**config.mk**
```make
export PLATFORM = sky130hd
export DESIGN_NAME = hdlc_deframer
export DESIGN_NICKNAME = d
export VERILOG_FILES = /design/src/rtl/hdlc_deframer_pkg.sv /design/src/rtl/hdlc_run_detect.sv /design/src/rtl/hdlc_byte_asm.sv /design/src/rtl/hdlc_sticky.sv /design/src/rtl/hdlc_deframer.sv
export SDC_FILE = /design/constraint.sdc
export NUM_CORES = 1
export LEC_CHECK = 0
export ABC_AREA = 1
export BUFFER_PORTS_ARGS = -buffer_cell sky130_fd_sc_hd__buf_2
export CAP_MARGIN = 0
export CORE_MARGIN = 5
export CORE_UTILIZATION = 45
export CTS_CLUSTER_SIZE = 10
export DETAILED_ROUTE_END_ITERATION = 8
export PLACE_DENSITY = 0.64
export SLEW_MARGIN = 10
export SYNTH_ARGS = -nofsm -noshare
export SYNTH_HDL_FRONTEND = slang
export SYNTH_SLANG_ARGS = --single-unit
export TNS_END_PERCENT = 30
```
**constraint.sdc**
```tcl
create_clock -name clk -period 2 [get_ports clk]
set_clock_uncertainty 0.05 [all_clocks]
set_input_delay 0.1 -clock clk [delete_from_list [all_inputs] [get_ports clk]]
set_output_delay 0.1 -clock clk [all_outputs]
set_load 0.01 [all_outputs]
```
**src/rtl/hdlc_deframer_pkg.sv**
```systemverilog
package hdlc_deframer_pkg;
  localparam int BYTE_W = 8;
  localparam int CNT_W  = $clog2(BYTE_W);
  localparam int RUN_W  = 3;

  typedef enum logic [1:0] {EV_DATA, EV_DROP, EV_FLAG, EV_RUN7} bit_ev_e;

  // Meaning of the incoming bit given the number of ones just before it.
  function automatic bit_ev_e classify(input logic [RUN_W-1:0] ones, input logic b);
    if (b)
      return (ones >= RUN_W'(6)) ? EV_RUN7 : EV_DATA;
    if (ones == RUN_W'(5))
      return EV_DROP;
    if (ones == RUN_W'(6))
      return EV_FLAG;
    return EV_DATA;
  endfunction

  function automatic logic [RUN_W-1:0] next_run(input logic [RUN_W-1:0] ones, input logic b);
    if (!b)
      return '0;
    return (ones == '1) ? ones : ones + RUN_W'(1);
  endfunction

  // Bits arrive LSB first: new bit enters at the top and moves down.
  function automatic logic [BYTE_W-1:0] shift_in(input logic [BYTE_W-1:0] sh, input logic b);
    return {b, sh[BYTE_W-1:1]};
  endfunction
endpackage

```
**src/rtl/hdlc_run_detect.sv**
```systemverilog
module hdlc_run_detect
  import hdlc_deframer_pkg::*;
(
  input  logic    clk,
  input  logic    rst_n,
  input  logic    bit_en,
  input  logic    bit_in,
  output bit_ev_e ev
);
  logic [RUN_W-1:0] run_q;

  always_ff @(posedge clk) begin
    if (!rst_n)
      run_q <= '0;
    else if (bit_en)
      run_q <= next_run(run_q, bit_in);
  end

  assign ev = classify(run_q, bit_in);
endmodule

```
**src/rtl/hdlc_byte_asm.sv**
```systemverilog
module hdlc_byte_asm
  import hdlc_deframer_pkg::*;
#(
  parameter int MIN_BYTES = 2
) (
  input  logic              clk,
  input  logic              rst_n,
  input  logic              bit_en,
  input  logic              bit_in,
  input  logic              dpll_lost,
  input  bit_ev_e           ev,
  output logic              out_valid,
  output logic [BYTE_W-1:0] out_data,
  output logic              out_eof,
  output logic              out_abort,
  output logic              in_frame,
  output logic              run7_evt,
  output logic              misalign_evt,
  output logic              dpll_evt,
  output logic              open_evt,
  output logic              close_evt
);
  localparam int NB_W = $clog2(MIN_BYTES + 1);
  localparam logic [CNT_W-1:0] LAST_POS = CNT_W'(BYTE_W - 1);
  localparam logic [NB_W-1:0]  NB_MIN   = NB_W'(MIN_BYTES);

  logic [BYTE_W-1:0] shreg, pend, nxt_byte;
  logic [CNT_W-1:0]  cnt;
  logic [NB_W-1:0]   nbytes;
  logic              pend_vld;
  logic              step, flag_hit, data_evt, abort_any, short_frame;

  assign dpll_evt     = in_frame && dpll_lost;
  assign step         = bit_en && !dpll_evt;
  assign flag_hit     = step && (ev == EV_FLAG);
  assign open_evt     = !in_frame && flag_hit;
  assign close_evt    = in_frame && flag_hit && (cnt == LAST_POS);
  assign misalign_evt = in_frame && flag_hit && (cnt != LAST_POS);
  assign run7_evt     = in_frame && step && (ev == EV_RUN7);
  assign data_evt     = in_frame && step && (ev == EV_DATA);
  assign abort_any    = run7_evt || misalign_evt || dpll_evt;
  assign short_frame  = nbytes < NB_MIN;
  assign nxt_byte     = shift_in(shreg, bit_in);

  always_ff @(posedge clk) begin
    if (!rst_n) begin
      in_frame  <= 1'b0;
      shreg     <= '0;
      pend      <= '0;
      pend_vld  <= 1'b0;
      cnt       <= '0;
      nbytes    <= '0;
      out_valid <= 1'b0;
      out_data  <= '0;
      out_eof   <= 1'b0;
      out_abort <= 1'b0;
    end else begin
      out_valid <= 1'b0;
      out_eof   <= 1'b0;
      out_abort <= 1'b0;
      if (abort_any) begin
        out_valid <= pend_vld;
        out_data  <= pend;
        out_eof   <= 1'b1;
        out_abort <= 1'b1;
        pend_vld  <= 1'b0;
        in_frame  <= 1'b0;
      end else if (close_evt) begin
        out_valid <= pend_vld;
        out_data  <= pend;
        out_eof   <= 1'b1;
        out_abort <= short_frame;
        pend_vld  <= 1'b0;
        cnt       <= '0;
        nbytes    <= '0;
      end else if (open_evt) begin
        in_frame  <= 1'b1;
        pend_vld  <= 1'b0;
        cnt       <= '0;
        nbytes    <= '0;
      end else if (data_evt) begin
        shreg <= nxt_byte;
        cnt   <= cnt + CNT_W'(1);
        if (cnt == LAST_POS) begin
          out_valid <= pend_vld;
          out_data  <= pend;
          pend      <= nxt_byte;
          pend_vld  <= 1'b1;
          if (nbytes != NB_MIN)
            nbytes <= nbytes + NB_W'(1);
        end
      end
    end
  end
endmodule

```
**src/rtl/hdlc_sticky.sv**
```systemverilog
module hdlc_sticky (
  input  logic clk,
  input  logic rst_n,
  input  logic set_i,
  input  logic clr_i,
  output logic q
);
  always_ff @(posedge clk) begin
    if (!rst_n)
      q <= 1'b0;
    else if (set_i)
      q <= 1'b1;
    else if (clr_i)
      q <= 1'b0;
  end
endmodule

```
**src/rtl/hdlc_deframer.sv**
```systemverilog
module hdlc_deframer
  import hdlc_deframer_pkg::*;
#(
  parameter int MIN_BYTES = 2
) (
  input  logic              clk,
  input  logic              rst_n,
  input  logic              bit_en,
  input  logic              bit_in,
  input  logic              dpll_lost,
  input  logic              clr_abort,
  input  logic              clr_dpll,
  output logic              out_valid,
  output logic [BYTE_W-1:0] out_data,
  output logic              out_eof,
  output logic              out_abort,
  output logic              sticky_abort,
  output logic              sticky_dpll
);
  bit_ev_e ev;
  logic    in_frame, run7_evt, misalign_evt, dpll_evt, open_evt, close_evt;

  hdlc_run_detect u_run (
    .clk    (clk),
    .rst_n  (rst_n),
    .bit_en (bit_en),
    .bit_in (bit_in),
    .ev     (ev)
  );

  hdlc_byte_asm #(.MIN_BYTES(MIN_BYTES)) u_asm (
    .clk          (clk),
    .rst_n        (rst_n),
    .bit_en       (bit_en),
    .bit_in       (bit_in),
    .dpll_lost    (dpll_lost),
    .ev           (ev),
    .out_valid    (out_valid),
    .out_data     (out_data),
    .out_eof      (out_eof),
    .out_abort    (out_abort),
    .in_frame     (in_frame),
    .run7_evt     (run7_evt),
    .misalign_evt (misalign_evt),
    .dpll_evt     (dpll_evt),
    .open_evt     (open_evt),
    .close_evt    (close_evt)
  );

  hdlc_sticky u_abort_st (
    .clk   (clk),
    .rst_n (rst_n),
    .set_i (run7_evt || misalign_evt),
    .clr_i (clr_abort),
    .q     (sticky_abort)
  );

  hdlc_sticky u_dpll_st (
    .clk   (clk),
    .rst_n (rst_n),
    .set_i (dpll_evt),
    .clr_i (clr_dpll),
    .q     (sticky_dpll)
  );
endmodule

```
==> results of run 1 <==
-- cells by family (layout without fill, tap and decap cells) --
family	count (synthesis)	after routing	synth area share (%)
flip-flops	38	38	45.2
AND/OR/NAND/NOR	112	113	29.9
AO/OA/AOI/OAI	31	31	10.0
adder cells (fa/ha/maj)	7	7	5.20
buffers and inverters	33	61	9.73
-- cell usage after synthesis --
master,n
buf_4,1
o21ai_0,19
or2_2,1
nand2_2,2
buf_8,1
o21ai_4,1
nor2_1,52
nor2_8,2
clkbuf_1,1
dfxtp_1,38
nand3_4,1
nand3_1,5
inv_1,26
clkinv_1,1
a211oi_1,1
nand4_1,2
nand2_1,45
clkbuf_8,1
ha_1,7
nor3b_2,2
a21oi_1,10
buf_6,2
-- sequential cells by signal, indices dropped and copies added, names as in the netlist --
register / flops
u_asm.in_frame: 1
u_asm.out_abort: 1
u_asm.out_eof: 1
u_asm.pend_vld: 1
u_asm.out_data: 8
u_dpll_st.q: 1
u_abort_st.q: 1
u_asm.pend: 8
u_asm.shreg: 7
u_run.run_q: 3
u_asm.nbytes: 2
u_asm.out_valid: 1
u_asm.cnt: 3
-- metrics by stage --
step / power (uW) / cells / worst slack [ns] / cell area [um2] / util (%)
2_1_floorplan: 815 / 221 / 0.357 / 1680 / -
3_3_place_gp: 828 / 284 / 0.178 / 1790 / 49.3
3_5_place_dp: 829 / 284 / 0.137 / 1790 / 49.3
4_1_cts: 1610 / 293 / 0.120 / 1940 / 53.4
5_1_grt: 1650 / 298 / -0.00365 / 1980 / 54.5
6_report: 1590 / 298 / 0.190 / 1980 / 54.5
-- per-layer routing --
layer	up-vias	global-route usage (%)	part of all wire [%]
met5	-	0	0
li1	744	-	-
met3	4	4.26	4.5
met2	19	18.5	41
met4	0	5.64	2.0
met1	589	17.0	53
-- worst min-delay path, delay by kind of cell --
kind / cells / cell delay, ns
and+or+nand+nor: 1 / 0.05
AOI/OAI and AO/OA: 1 / 0.05
buffers and inverters: 2 / 0.10
-- worst paths after layout --
path	start	to	slack, ns	cells after the start
setup reg to reg	u_run.run_q[0]$_SDFFE_PN0P_	u_asm.pend[6]$_SDFFE_PN0P_	0.19	10
hold / removal	clr_abort	u_abort_st.q$_SDFFE_PN0P_	0.01	4
setup / recovery	u_run.run_q[0]$_SDFFE_PN0P_	u_asm.pend[6]$_SDFFE_PN0P_	0.19	10
hold reg to reg	u_dpll_st.q$_SDFFE_PN0P_	u_dpll_st.q$_SDFFE_PN0P_	0.41	2
-- layout make-up --
type,instances,area share [%]
clock buffer,5,3.47
clock inverter,3,3.47
inverter,27,5.12
multi-input combinational,151,38.9
sequential,38,38.4
tap,48,3.03
timing repair buffer,26,7.58
-- report_power, final --
group / internal, uW / switching (uW) / leakage (uW) / total, uW
sequential: 759 / 2.88 / 0.000306 / 762
clock: 500 / 276 / 0.0000683 / 776
combinational: 17.4 / 33.2 / 0.000640 / 50.6
-- repair_timing --
item	CTS	global route
endpoints found under the hold margin	1	0
gates resized for setup	0	1
endpoints found under the setup margin	0	16
hold buffers	1	0
buffers inserted	0	4
==> impl_results.md, run 1 <==
* Outcome: completed
* Total GRT Usage at 12.7%
* Critical Path Fanout Max at 7
* Crit path cell chain: inv_1, ha_1, nand2_1, nand3_1, nand2_2, nand3_4, nor2_8, inv_1, nor2_1, nor2_1
* Synth top area share at 45.2%
* Net Count, Synth at 235
* # setup viols final at 0
* Final period utilization at 90.5%
* Rows at 22
* Worst slew pin tran at slightly above 0.3 ns
* WP data arrival at between 1.5 and 2 ns
* Post-DR vias/cell at 4.55
* DRT Wirelength at 2980 um
* Slowest cell on crit path: dfxtp_1
* Detailed Routing Iterations Pass 1 at 4
* Routed Antenna Nets at 0
* Placer Congestion at 0.786
* # port buffers at 19
* # DRC at 0
* Maximum clock frequency at 552 MHz
* Largest net degree at the start of global routing at 28
* WS Path Type: reg2reg
* N_diodes at 0
* Fillcell total at 368
* CTS root buf: clkbuf_8
* Starting DRT DRC Count at around 120
* CTS tree: built
* Register area at between 700 and 800 um2
* Max-Cap Viols at 0
* Req. time, crit path at 2.14 ns
* Layout area overhead at 17.6%
* Syn Inst Count at 221
* CP peak stage delay at 0.36 ns
* #FFs+latches synth at 38
* Peak VDD IR at 0.000519 V
* Vias in the first global route at between 1k and 1.5k
* Later-pin clock latency in the skew report at 0.29 ns
* Antenna violations before repair at 0
* Clock transition at path regs at 0.08 ns
* Die W at 71.2 um
* Most frequent cells in the layout: 52 x nor2_1, 45 x nand2_1, 38 x dfxtp_1
* Commonest non-fill, non-tap cell in the layout: nor2_1
* Multi-input gate area at 771 um2
* Cell family with most CP delay: simple AND/OR/NAND/NOR gates
* Final worst path period need at 1.81 ns
* Clock sink count at 38
* Clk buf depth at 2
* HP Class: in2reg
* Power density cells at 802 nW/um2
* First-pass GRT wire length at 5140 um
* Mapped Avg Cell Area at 7.62 um2
* Post-DP HPWL at 2030 um
* Seq/Total Area, Yosys at 45.2%
* Htree depth at 2
* Grt ovf at 0
* Leak at 0.00101 uW
* Fin nets at 263
* Core Box Area at 3630 um2
* Via Count at 1,356
* Largest area contributor in the netlist: dfxtp_1
* Slew Limit Headroom at between 70 and 80%
* Die area at around 5000 um2
* TritonCTS Buffers at 5
* Final hold violations at 0
* Share of cells above drive strength 1 at 17.2%
* Mapped cell area at 1680 um2
* Hold slack at between 0.01 and 0.015 ns
* CP Launch Type: flop
* Die Ht at 71.2 um
* Yosys Warn Count at 0
* Critical path buffers and inverters at 2
* Synth cell types at 22
* I/O pin total at 20
* Top cells by area, synth: dfxtp_1 45%, nor2_1 12%, nand2_1 10%
* Drt wl/cell at 10.0 um
* TNS Setup at 0 ns
* Crit end category: flop
* Initial cell density of the core at a little under half
* Max-slew violation count at 0
Power figures use the tool's default switching activity.
==> run 2, diff against run 1 <==
--- a/config.mk
+++ b/config.mk
@@ -13,8 +13,10 @@
 export CTS_CLUSTER_SIZE = 10
 export DETAILED_ROUTE_END_ITERATION = 8
 export PLACE_DENSITY = 0.64
+export SETUP_SLACK_MARGIN = 0.5
 export SLEW_MARGIN = 10
 export SYNTH_ARGS = -nofsm -noshare
 export SYNTH_HDL_FRONTEND = slang
+export SYNTH_HIERARCHICAL = 1
 export SYNTH_SLANG_ARGS = --single-unit
 export TNS_END_PERCENT = 30
==> run 2 against run 1 <==
Net effect: global-route usage rose by 0.80 points; synthesized area rose by 3.3%; final area rose by 7.1%; via count rose by 5.8%; total power fell by 11%; sequential share of layout area fell by 2.4 points; worst hold slack got worse by 0.0054 ns; maximum frequency rose by 1.9%; critical path type unchanged; largest cell class unchanged.
==> impl_results.md, run 2 <==
* Outcome: completed
* Die W at 72.2 um
* Final hold violations at 0
* CTS tree: built
* Grt ovf at 0
* Clock share of power at 38.8%
* Syn Inst Count at 230
* Commonest non-fill, non-tap cell in the layout: nand2_1
* Share of cells above drive strength 1 at 32.3%
* Leak at 0.00101 uW
* Pre-CTS WS at 0.132 ns
* Hold Path End: u_dpll_st/q$_SDFFE_PN0P_
* NetSw at 341 uW
* RSZ-0062 raised after global routing: yes
* Clock sink count at 38
* Power density cells at 670 nW/um2
* # setup viols final at 0
* HP Class: in2reg
* Rows at 22
* WP data arrival at 1.95 ns
* Req. time, crit path at about 2.2 ns
* Worst slew pin tran at roughly 0.39 ns
* Switching Share at 24.0%
* Max-slew violation count at 0
* Yosys Warn Count at 6
* Placer Congestion at 0.754
* Crit end category: flop
* Hold_buf cts at 0
* Core Box Area at 3720 um2
* Post-DP HPWL at 2240 um
* First-pass GRT wire length at 5650 um
* Comb pwr share at 6.8%
* WS Path Type: reg2reg
* Die Ht at 72.2 um
* Mapped Avg Cell Area at roughly 7.6 um2
* Final period utilization at between 80% and 90%
* Fin nets at roughly 280
* Max-Cap Viols at 0
* I/O pin total at 20
* Maximum clock frequency at 563 MHz
* Total GRT Usage at 13.5%
* Slew Limit Headroom at around three quarters
* CTS root buf: clkbuf_8
* Clk buf depth at 2
* Antenna violations before repair at 0
* # port buffers at 19
* Final Instance Area at around 2100 um2
* Power share of the sequential group at 54.4%
* Hold_sp: clr_dpll
* Final worst path period need at 1.78 ns
* Critical Path Fanout Max at 8
* Worst r2r path cells at 10
* Setup WS post-layout at around 0.22 ns
* Drt wl/cell at 10.8 um
* Routed Antenna Nets at 0
* Largest net degree at the start of global routing at 22
* CP Launch Type: flop
* # DRC at 0
* Net Count, Synth at 244
* Pint at 1080 uW
* Layout area overhead at 21.9%
* DRT Wirelength at 3370 um
* TNS Setup at 0 ns
* Starting DRT DRC Count at ~110
* Post-DR vias/cell at 4.61
* FF-to-FF setup slack at 0.22 ns
* Peak VDD IR at ~0.00038 V
* TritonCTS Buffers at 5
* Largest registers: u_asm/out_data: 8 flops, u_asm/pend: 8 flops, u_asm/shreg: 7 flops
* Initial cell density of the core at 46.8%
* Critical register-to-register path startpoint: u_run/run_q[0]$_SDFFE_PN0P_
* Hold path cells at 4
* Htree depth at 2
* Detailed Routing Iterations Pass 1 at 4
* Vias in the first global route at about 1.3k
* N_diodes at 0
* Later-pin clock latency in the skew report at 0.29 ns
* Fillcell total at 354
* Mapped cell area at about 1700 um2
* Placement Cell Area at approximately 1900 um2
* Via Count at 1,434
* Die area at between 5000 and 6000 um2
* Clock transition at path regs at 0.07 ns
* Critical R2R Capture: u_asm/pend[0]$_SDFFE_PN0P_
* Most frequent cells in the layout: 48 x nand2_1, 36 x dfxtp_1, 30 x inv_1
[run 2: how the worst max path moves through the flow]
stage / start / end / slack, ns / depth (start not counted)
floorplan: u_run/run_q[0]$_SDFFE_PN0P_ / u_asm/out_data[3]$_SDFFE_PN0P_ / 0.22 / 13
global placement: u_run/run_q[0]$_SDFFE_PN0P_ / u_asm/out_data[1]$_SDFFE_PN0P_ / 0.13 / 12
detailed placement: u_run/run_q[1]$_SDFFE_PN0P_ / u_asm/out_data[7]$_SDFFE_PN0P_ / 0.13 / 11
CTS: u_run/run_q[0]$_SDFFE_PN0P_ / u_asm/pend[7]$_SDFFE_PN0P_ / 0.22 / 10
global route: u_run/run_q[0]$_SDFFE_PN0P_ / u_asm/out_data[3]$_SDFFE_PN0P_ / 0.11 / 11
finish: u_run/run_q[0]$_SDFFE_PN0P_ / u_asm/pend[0]$_SDFFE_PN0P_ / 0.22 / 10
[run 2: worst max-delay path, stage by stage, from the launching register on]
cell,delay (ns)
dfxtp_2,0.34
inv_2,0.05
ha_4,0.15
o211ai_1,0.18
nand2_1,0.13
nor2_2,0.15
inv_2,0.05
nor2_4,0.11
nand2_4,0.09
bufbuf_16,0.29
a21oi_1,0.13
[run 2: metal layers]
metal  up-vias  global-route usage, %  wire length [um]  part of all wire [%]
met1       641                   18.3              1760                    52
met4         0                   3.76                35                   1.0
met2        12                   20.7              1460                    43
met3         5                   4.16               110                   3.3
li1        776                      -                 -                     -
met5         -                      0                 0                     0
[run 2: power by group through the flow]
stage / sequential, uW / clock (uW) / combinational [uW]
finish: 773 / 551 / 96.3
CTS: 773 / 566 / 95.1
detailed placement: 792 / 0 / 86.9
global placement: 792 / 0 / 86.4
floorplan: 791 / 0 / 60.4
global route: 775 / 595 / 109
[run 2: final cells by class]
type,instances,area [um2],share of cell area [%]
well taps,48,60.1,2.83
inverters,36,135,6.37
repair buffers,31,221,10.4
clock inverters,2,12.5,0.590
flip-flops and latches,38,763,36.0
clock buffers,6,82.6,3.89
multi-input cells,150,846,39.9
[run 2: what timing repair did]
action | CTS | global route
buffers inserted | 5 | 0
pin swaps | 5 | 1
gates cloned | 2 | 0
gates resized for setup | 12 | 4
endpoints found under the setup margin | 34 | 35
[run 2: metrics by stage]
stage / power [uW] / hold slack (ns) / util (%) / cells
after floorplan: 852 / 0.163 / - / 230
after global placement: 878 / 0.307 / 51.5 / 296
final: 1420 / 0.00576 / 57.1 / 311
after CTS: 1430 / 0.00162 / 56.8 / 311
after global routing: 1480 / 0.0303 / 57.1 / 311
after detailed placement: 878 / 0.314 / 51.5 / 296
